## src/rtl/pmac_pkg.sv

```systemverilog
// Shared types for the packed arithmetic unit.
// Assumes op[1:0] carries the mode and size uses the 2-bit encoding below.
package pmac_pkg;

    typedef enum logic [1:0] {
        MODE_WRAP = 2'b00,
        MODE_SSAT = 2'b01,
        MODE_USAT = 2'b10,
        MODE_MADD = 2'b11
    } pmac_mode_e;

    typedef enum logic [1:0] {
        SZ_BYTE  = 2'b00,
        SZ_WORD  = 2'b01,
        SZ_DWORD = 2'b10,
        SZ_DWALT = 2'b11
    } pmac_size_e;

    localparam int NUM_SIZES = 3;

endpackage

```

## src/rtl/pmac_sat_lane.sv

```systemverilog
// One lane of W bits: adds or subtracts, then wraps or clamps.
// Assumes mode MADD never reaches it meaningfully (it falls back to wrap).
module pmac_sat_lane
    import pmac_pkg::*;
#(
    parameter int W = 8
) (
    input  logic       [W-1:0] a_i,
    input  logic       [W-1:0] b_i,
    input  logic               sub_i,
    input  pmac_mode_e         mode_i,
    output logic       [W-1:0] y_o
);

    localparam logic [W-1:0] SMAX = {1'b0, {(W-1){1'b1}}};
    localparam logic [W-1:0] SMIN = {1'b1, {(W-1){1'b0}}};

    logic [W:0] ext_u;
    logic [W:0] ext_s;

    // Forms the one-bit-wider results, zero-extended and sign-extended.
    always_comb begin
        if (sub_i) begin
            ext_u = {1'b0, a_i} - {1'b0, b_i};
            ext_s = {a_i[W-1], a_i} - {b_i[W-1], b_i};
        end else begin
            ext_u = {1'b0, a_i} + {1'b0, b_i};
            ext_s = {a_i[W-1], a_i} + {b_i[W-1], b_i};
        end
    end

    // Picks the wrapped value or the clamp limit for this lane.
    always_comb begin
        case (mode_i)
            MODE_SSAT: begin
                if (ext_s[W] != ext_s[W-1]) y_o = ext_s[W] ? SMIN : SMAX;
                else                        y_o = ext_s[W-1:0];
            end
            MODE_USAT: begin
                if (ext_u[W]) y_o = sub_i ? '0 : '1;
                else          y_o = ext_u[W-1:0];
            end
            default:   y_o = ext_u[W-1:0];
        endcase
    end

endmodule

```

## src/rtl/pmac_addsub.sv

```systemverilog
// Packed add/subtract for all lane widths in parallel, then a select by size.
// Assumes DATA_W is a multiple of 32; 32-bit lanes always wrap.
module pmac_addsub
    import pmac_pkg::*;
#(
    parameter int DATA_W = 64
) (
    input  logic       [DATA_W-1:0] a_i,
    input  logic       [DATA_W-1:0] b_i,
    input  logic                    sub_i,
    input  pmac_mode_e              mode_i,
    input  pmac_size_e              size_i,
    output logic       [DATA_W-1:0] y_o
);

    logic [NUM_SIZES-1:0][DATA_W-1:0] res_sz;

    for (genvar k = 0; k < NUM_SIZES; k++) begin : g_size
        localparam int LW    = 8 << k;
        localparam int LANES = DATA_W / LW;
        pmac_mode_e lane_mode;
        assign lane_mode = (k == NUM_SIZES - 1) ? MODE_WRAP : mode_i;
        for (genvar i = 0; i < LANES; i++) begin : g_lane
            pmac_sat_lane #(.W(LW)) u_lane (
                .a_i    (a_i[i*LW +: LW]),
                .b_i    (b_i[i*LW +: LW]),
                .sub_i  (sub_i),
                .mode_i (lane_mode),
                .y_o    (res_sz[k][i*LW +: LW])
            );
        end
    end

    // Chooses the result vector that matches the requested lane width.
    always_comb begin
        case (size_i)
            SZ_BYTE: y_o = res_sz[0];
            SZ_WORD: y_o = res_sz[1];
            default: y_o = res_sz[2];
        endcase
    end

endmodule

```

## src/rtl/pmac_madd.sv

```systemverilog
// First stage of multiply-add: registers the signed 16x16 products.
// Combinational pairwise sums feed the shared output register (stage two).
module pmac_madd #(
    parameter int DATA_W = 64
) (
    input  logic              clk_i,
    input  logic              rst_ni,
    input  logic              issue_i,
    input  logic [DATA_W-1:0] a_i,
    input  logic [DATA_W-1:0] b_i,
    output logic              pend_o,
    output logic [DATA_W-1:0] sum_o
);

    localparam int NPROD = DATA_W / 16;
    localparam int NSUM  = DATA_W / 32;

    logic signed [31:0] prod_q [NPROD];
    logic               pend_q;

    function automatic logic signed [31:0] mul16(input logic signed [15:0] x,
                                                 input logic signed [15:0] y);
        logic signed [31:0] xe;
        logic signed [31:0] ye;
        xe = 32'(x);
        ye = 32'(y);
        return xe * ye;
    endfunction

    // Captures the products of an issued multiply-add and marks them pending.
    always_ff @(posedge clk_i) begin
        if (!rst_ni) begin
            pend_q <= 1'b0;
            for (int i = 0; i < NPROD; i++) prod_q[i] <= '0;
        end else begin
            pend_q <= issue_i;
            if (issue_i) begin
                for (int i = 0; i < NPROD; i++)
                    prod_q[i] <= mul16(a_i[16*i +: 16], b_i[16*i +: 16]);
            end
        end
    end

    // Adds neighbouring products into each 32-bit result lane, wrapping.
    always_comb begin
        for (int j = 0; j < NSUM; j++)
            sum_o[32*j +: 32] = prod_q[2*j] + prod_q[2*j+1];
    end

    assign pend_o = pend_q;

endmodule

```

## src/rtl/pmac_unit.sv

```systemverilog
// Top of the packed arithmetic unit. Add/subtract lands in one cycle;
// multiply-add lands in two, and wins when both are due in the same cycle.
// Assumes DATA_W is a multiple of 32.
module pmac_unit
    import pmac_pkg::*;
#(
    parameter int DATA_W = 64
) (
    input  logic              clk_i,
    input  logic              rst_ni,
    input  logic              in_valid_i,
    input  logic [2:0]        op_i,
    input  logic [1:0]        size_i,
    input  logic [DATA_W-1:0] opa_i,
    input  logic [DATA_W-1:0] opb_i,
    output logic              out_valid_o,
    output logic [DATA_W-1:0] out_data_o
);

    pmac_mode_e        mode;
    pmac_size_e        size;
    logic              is_madd;
    logic [DATA_W-1:0] as_res;
    logic [DATA_W-1:0] madd_sum;
    logic              madd_pend;
    logic              out_valid_q;
    logic [DATA_W-1:0] out_data_q;

    assign mode    = pmac_mode_e'(op_i[1:0]);
    assign size    = pmac_size_e'(size_i);
    assign is_madd = (mode == MODE_MADD);

    pmac_addsub #(.DATA_W(DATA_W)) u_addsub (
        .a_i    (opa_i),
        .b_i    (opb_i),
        .sub_i  (op_i[2]),
        .mode_i (mode),
        .size_i (size),
        .y_o    (as_res)
    );

    pmac_madd #(.DATA_W(DATA_W)) u_madd (
        .clk_i   (clk_i),
        .rst_ni  (rst_ni),
        .issue_i (in_valid_i && is_madd),
        .a_i     (opa_i),
        .b_i     (opb_i),
        .pend_o  (madd_pend),
        .sum_o   (madd_sum)
    );

    // Output register: madd stage two first, else a one-cycle result, else hold.
    always_ff @(posedge clk_i) begin
        if (!rst_ni) begin
            out_valid_q <= 1'b0;
            out_data_q  <= '0;
        end else if (madd_pend) begin
            out_valid_q <= 1'b1;
            out_data_q  <= madd_sum;
        end else if (in_valid_i && !is_madd) begin
            out_valid_q <= 1'b1;
            out_data_q  <= as_res;
        end else begin
            out_valid_q <= 1'b0;
        end
    end

    assign out_valid_o = out_valid_q;
    assign out_data_o  = out_data_q;

endmodule

```

## config.mk

```make
export PLATFORM = sky130hd
export DESIGN_NAME = pmac_unit
export DESIGN_NICKNAME = d
export VERILOG_FILES = /design/src/rtl/pmac_pkg.sv /design/src/rtl/pmac_sat_lane.sv /design/src/rtl/pmac_addsub.sv /design/src/rtl/pmac_madd.sv /design/src/rtl/pmac_unit.sv
export SDC_FILE = /design/constraint.sdc
export NUM_CORES = 2
export LEC_CHECK = 0
export ABC_CLOCK_PERIOD_IN_PS = 7000
export BUFFER_PORTS_ARGS = -buffer_cell sky130_fd_sc_hd__clkbuf_2
export CAP_MARGIN = 25
export CORE_UTILIZATION = 60
export CTS_CLUSTER_SIZE = 8
export DETAILED_ROUTE_END_ITERATION = 10
export GPL_TIMING_DRIVEN = 0
export PLACE_DENSITY = 0.81
export SYNTH_ARGS = -nofsm -noshare
export SYNTH_HDL_FRONTEND = slang
export SYNTH_SLANG_ARGS = --single-unit
```

## constraint.sdc

```tcl
create_clock -name clk_i -period 7 [get_ports clk_i]
set_input_delay 1.05 -clock clk_i [delete_from_list [all_inputs] [get_ports clk_i]]
set_output_delay 1.05 -clock clk_i [all_outputs]
set_load 0.01 [all_outputs]
```

Yosys cells after proc, flatten, opt, wreduce, memory -nomap -nowiden --
Memory sizes are Yosys's and may differ from the RTL's. Index checks and enable logic that the tools add are counted.
Storage, ports and cells: output and inout bits 65, register bits after elaboration 66, memories 1, input port bits 136, memory bits (writable) 128
Cells by class: $mul 4, reduce and logical (&&, ||, !) cells 5, mux-type cells 89, $add $sub $neg 54, bitwise operators 4, eq/ne operators 16
Memory list:
- u_madd.prod_q | depth 4, bits a word 32, rd ports 4, clocked after memory_dff 0, write ports 4, line pmac_madd.sv:18 | logic signed [31:0] prod_q [NPROD];
Operators by type and width (count):
- two-way mux 16 bit | 13
- two-way mux 8 bit | 25
- two-way mux 32 bit | 6
- adder 8 x 8 -> 9 bit | 16
- two-way mux 9 bit | 16
- subtractor 8 x 8 -> 9 bit | 16
- adder 16 x 16 -> 17 bit | 8
- two-way mux 17 bit | 8
- subtractor 16 x 16 -> 17 bit | 8
- adder 32 bit | 4
- multiplier 16 x 16 -> 32 bit | 4
- two-way mux 64 bit | 2
- one-hot mux 16 bit (2 select lines) | 4
- one-hot mux 64 bit (2 select lines) | 1
- one-hot mux 8 bit (2 select lines) | 8
- subtractor 32 bit | 2
- != test 1 bit | 12
- two-way mux 1 bit | 6
- equality test 2 x 1 -> 1 bit (second input constant) | 2
- equality test 2 bit (second input constant) | 2
- OR 1 bit | 4
- logical AND 1 bit | 2
- logical NOT 2 bit | 1
- nonzero test 2 bit | 1
- logical NOT 1 bit | 1

Depth between registers and ports, before layout --
depth after elaboration 8, gate-level depth with buffers 28

Modules after synthesis --
Synthesis repeated with hierarchy kept, for this count alone.
Unflattened totals: cells, all modules 8272, area, all modules 70506.4 µm²
Modules (own cells, without submodules):
- pmac_madd | cells an instance 5162, times used 1, area an instance 47289.1 µm², seq. area each 3863.7 µm²
- pmac_sat_lane at u_addsub.g_size[0].g_lane[0].u_lane ... | cells an instance 112, times used 8, area an instance 842.1 µm², seq. area each 0.0 µm²
- pmac_sat_lane at u_addsub.g_size[1].g_lane[0].u_lane ... | cells an instance 217, times used 4, area an instance 1574.0 µm², seq. area each 0.0 µm²
- pmac_sat_lane at u_addsub.g_size[2].g_lane[0].u_lane ... | cells an instance 418, times used 2, area an instance 2829.0 µm², seq. area each 0.0 µm²
- pmac_unit | cells an instance 296, times used 1, area an instance 3156.8 µm², seq. area each 1301.2 µm²
- pmac_addsub | cells an instance 214, times used 1, area an instance 1370.1 µm², seq. area each 0.0 µm²

Least setup slack after synthesis --
OpenSTA, ideal clock, no wires.
kind input -> register, start point input opb_i[50], end point memory u_madd.prod_q[3][30], data pin, setup slack -0.395 ns, cell stages on the path 21, arrival 7.132 ns, path buffers 2, setup time 0.263 ns, cells stage by stage clkbuf_1 > buf_1 > nand2_1 > fa_1 > fa_1 > fa_1 > fa_1 > inv_1 > fa_1 > fa_1 > ha_1 > a21o_1 > a21o_1 > a2111oi_0 > o21bai_1 > a221o_1 > a221o_1 > a31oi_2 > o21ai_1 > a221oi_2 > mux2i_1
RTL lines:
- start, declared | line pmac_unit.sv:15 | input logic [DATA_W-1:0] opb_i,
- end, declared | line pmac_madd.sv:18

==> reports/qor.yml <==
grt_first_pass_wirelength_mm: 323.3
drt_wl_total_mm: 213.2
synth-main-ff-cell: "edfxtp_1"
grt_max_degree: 68
vias: 53500
grt_pass1_vias: 54420
final.setup.tns_ns: -0.3467
clk_path_buf_depth: 2
path_cells: "clkbuf_4 -> clkbuf_8 -> and2_1 -> fa_1 -> inv_1 -> fa_2 -> fa_1 -> fa_1 -> inv_1 -> fa_1 -> fa_1 -> ha_4 -> a21o_1 -> a21o_1 -> a2111oi_4 -> o21bai_1 -> a221o_1 -> a221o_1 -> a31oi_4 -> o21ai_2 -> a221oi_4 -> mux2i_1"
fin_crit_ns: 7.153
fin_skew_ns: 0.02333
via_per_inst: 6.126
fillCellCount: 8379
grt_antenna_before_repair: 17
ys_seq_elements: 194
gp_congestion: 1.035
fmax_mhz: 139.8
die_x_um: 322.1
start_util_pct: 60.44
cts_tree: "yes"
synth.avg_cell_area_um2: 8.634
drc: 0
maxCapViolCount: 0
clk_pin_slew_ns: 0.09
synth_area_leaders: "fa_1, ha_1, inv_1"
setup-violations-final: 4
antenna_left: 0
layout_setup_ws_ns: -0.1528
cts_hold_buffers: 0
hp-class: "register to register"
cp-start-kind: "primary input"
gr-total-overflow: 0
worst_pin_slew_ns: 1.180
maxSlewViolCount: 0
fp.dieH_um: 322.1
synth_top_area_share_pct: 34.44
dpl.hpwl_mm: 175.6
io_buffers: 188
final_nets: 9098
violations: "setup timing"
drive_gt1_share_pct: 8.585
status: "complete, but fails checks"
synth_async_sr_flop_share_pct: 0
drt_iter0_drc: 5579
crit_path_top_delay_cell: "fa_1"
yosys.area.top_type: "fa_1"
routedWlPerCell_um: 24.41
critical_path_class: "primary input to register"
syn_area_mm2: 0.06149
first_pass_iters: 6
syn-num-nets: 8871
dieArea_mm2: 0.1038
cp_slowest_stage_delay_ns: 0.55
io_pins: 201
num_rows: 117
cp_common_cell: "fa_1"
relSlewSlack_pct: 21.33
clkLatencyLatePin_ns: 0.48
cp-end-kind: "register"
seq_area_frac_synth_pct: 8.399
yosys_warnings: 0
worstPathRequired_ns: 7.22
grtUsageTotal_pct: 41.71
syn_inst: 7122
path_max_fanout: 10
rsz0062_at_grt: "yes"
synth_edf_count: 128
cts.sinks: 194
placeableCoreArea_mm2: 0.1017
post-route-period-util_pct: 102.2
cts_buffers: 17
synth_cell_type_count: 109
htreeDepth: 4
hold_viol_final: 0
cp.arrival_ns: 7.38
root_buffer: "clkbuf_16"
syn_to_final_growth_pct: 8.871
postLayoutCoreUtil_pct: 65.80
-- registers in the layout (all words and copies together), names as in the netlist --
signal         flops
u_madd.pend_o      1
out_data_o        64
out_valid_o        1
u_madd.prod_q    128
-- cells by family (layout without fill, tap and decap cells) --
family | after synthesis | in the layout | synth area share [%]
adders and majority gates | 1614 | 1614 | 45.75
buffers and inverters | 1580 | 1820 | 9.705
other | 0 | 3 | 0
AOI/OAI and AO/OA | 1256 | 1256 | 13.48
and+or+nand+nor | 2015 | 2015 | 15.87
muxes | 23 | 23 | 0.4008
xor gates and xnor gates | 440 | 440 | 6.393
DFF | 194 | 194 | 8.399
-- layout make-up --
| type | count | area [um2] | share of cell area (%) |
|---|---|---|---|
| diodes | 3 | 7.507 | 0.01121 |
| plain buffers | 240 | 1757 | 2.624 |
| clock buffers | 19 | 452.9 | 0.6765 |
| clock inverters | 13 | 116.4 | 0.1738 |
| inverters | 1281 | 4820 | 7.199 |
| multi-input cells | 5348 | 51070 | 76.29 |
| flip-flops and latches | 194 | 5165 | 7.715 |
| well taps | 1368 | 1712 | 2.557 |
| repair buffers | 267 | 1846 | 2.757 |
-- layer usage --
layer	wire length, um	GRT usage (%)	vias to the layer above
met2	96050	65.22	2982
met1	80850	53.73	26520
met3	22830	10.05	712
li1	-	-	23270
met4	13280	22.01	20
met5	140	0	-
-- worst max-delay path: cells and delay by family --
kind | cells | cell delay, ns
adder cells (fa/ha/maj) | 7 | 3.09
AO/OA/AOI/OAI | 9 | 2.39
multiplexers | 1 | 0.13
buffers and inverters | 4 | 0.51
AND/OR/NAND/NOR | 1 | 0.18
-- layout by cell type (no fill, tap or decap), types with 85 or more instances in the layout --
cell type / count
a21o_1: 137
a21oi_1: 347
and2_1: 478
buf_4: 85
clkbuf_1: 89
clkbuf_2: 159
edfxtp_1: 128
fa_1: 1046
ha_1: 542
inv_1: 1268
nand2_1: 694
nor2_1: 449
o21ai_0: 226
xnor2_1: 292
xor2_1: 132
-- metrics by stage --
step | area (um2) | setup slack (ns) | std cells | hold WS (ns)
6_report | 66950 | -0.1528 | 8733 | 0.6484
3_5_place_dp | 64380 | -3.031 | 8687 | 0.6040
5_1_grt | 66940 | -0.3062 | 8730 | 0.6540
4_1_cts | 66060 | -0.1200 | 8700 | 0.6365
3_3_place_gp | 64250 | -3.451 | 8678 | 0.6030
2_1_floorplan | 61590 | -0.05727 | 7122 | 0.5632
-- final timing paths --
path                                     startpoint                    to  slack, ns  cells after the start
worst max-delay path                      opa_i[52]  u_madd.prod_q[3][30]      -0.15                     22
worst max register to register  u_madd.prod_q[1][0]        out_data_o[30]       2.98                     13
worst min-delay path                 out_data_o[56]        out_data_o[56]       0.65                      2
worst min register to register       out_data_o[56]        out_data_o[56]       0.65                      2
-- Yosys cell counts, types with 12 or more instances --
cell type / count
a21boi_0: 20
dfxtp_1: 66
or2_2: 15
o22ai_1: 24
nand2_1: 700
a31oi_1: 53
nand2b_1: 66
a21o_1: 137
edfxtp_1: 128
inv_1: 1277
xnor2_1: 298
nand4_1: 17
o21a_1: 44
a211oi_1: 45
a221oi_1: 32
o21ai_0: 240
o21bai_1: 35
mux2_2: 13
o311ai_0: 17
or3_1: 18
nor3b_1: 16
a311oi_1: 12
o221ai_1: 23
o31a_1: 14
and2_1: 486
ha_1: 555
nor3_1: 58
o211ai_1: 19
a211o_1: 14
nor4_1: 13
nor2_1: 451
xor2_1: 136
nand3_1: 61
o31ai_1: 21
clkbuf_1: 249
a21oi_1: 364
and3_1: 33
buf_1: 37
fa_1: 1058
nor2b_1: 36
-- repair_timing --
item	CTS	global route
setup endpoints to repair	117	59
setup buffers	34	36
gates resized for setup	308	309
pin swaps	35	59
Power is left out: the tool's default activity adds up to more than one toggle a clock period on the data nets, which glitch-free logic cannot reach.
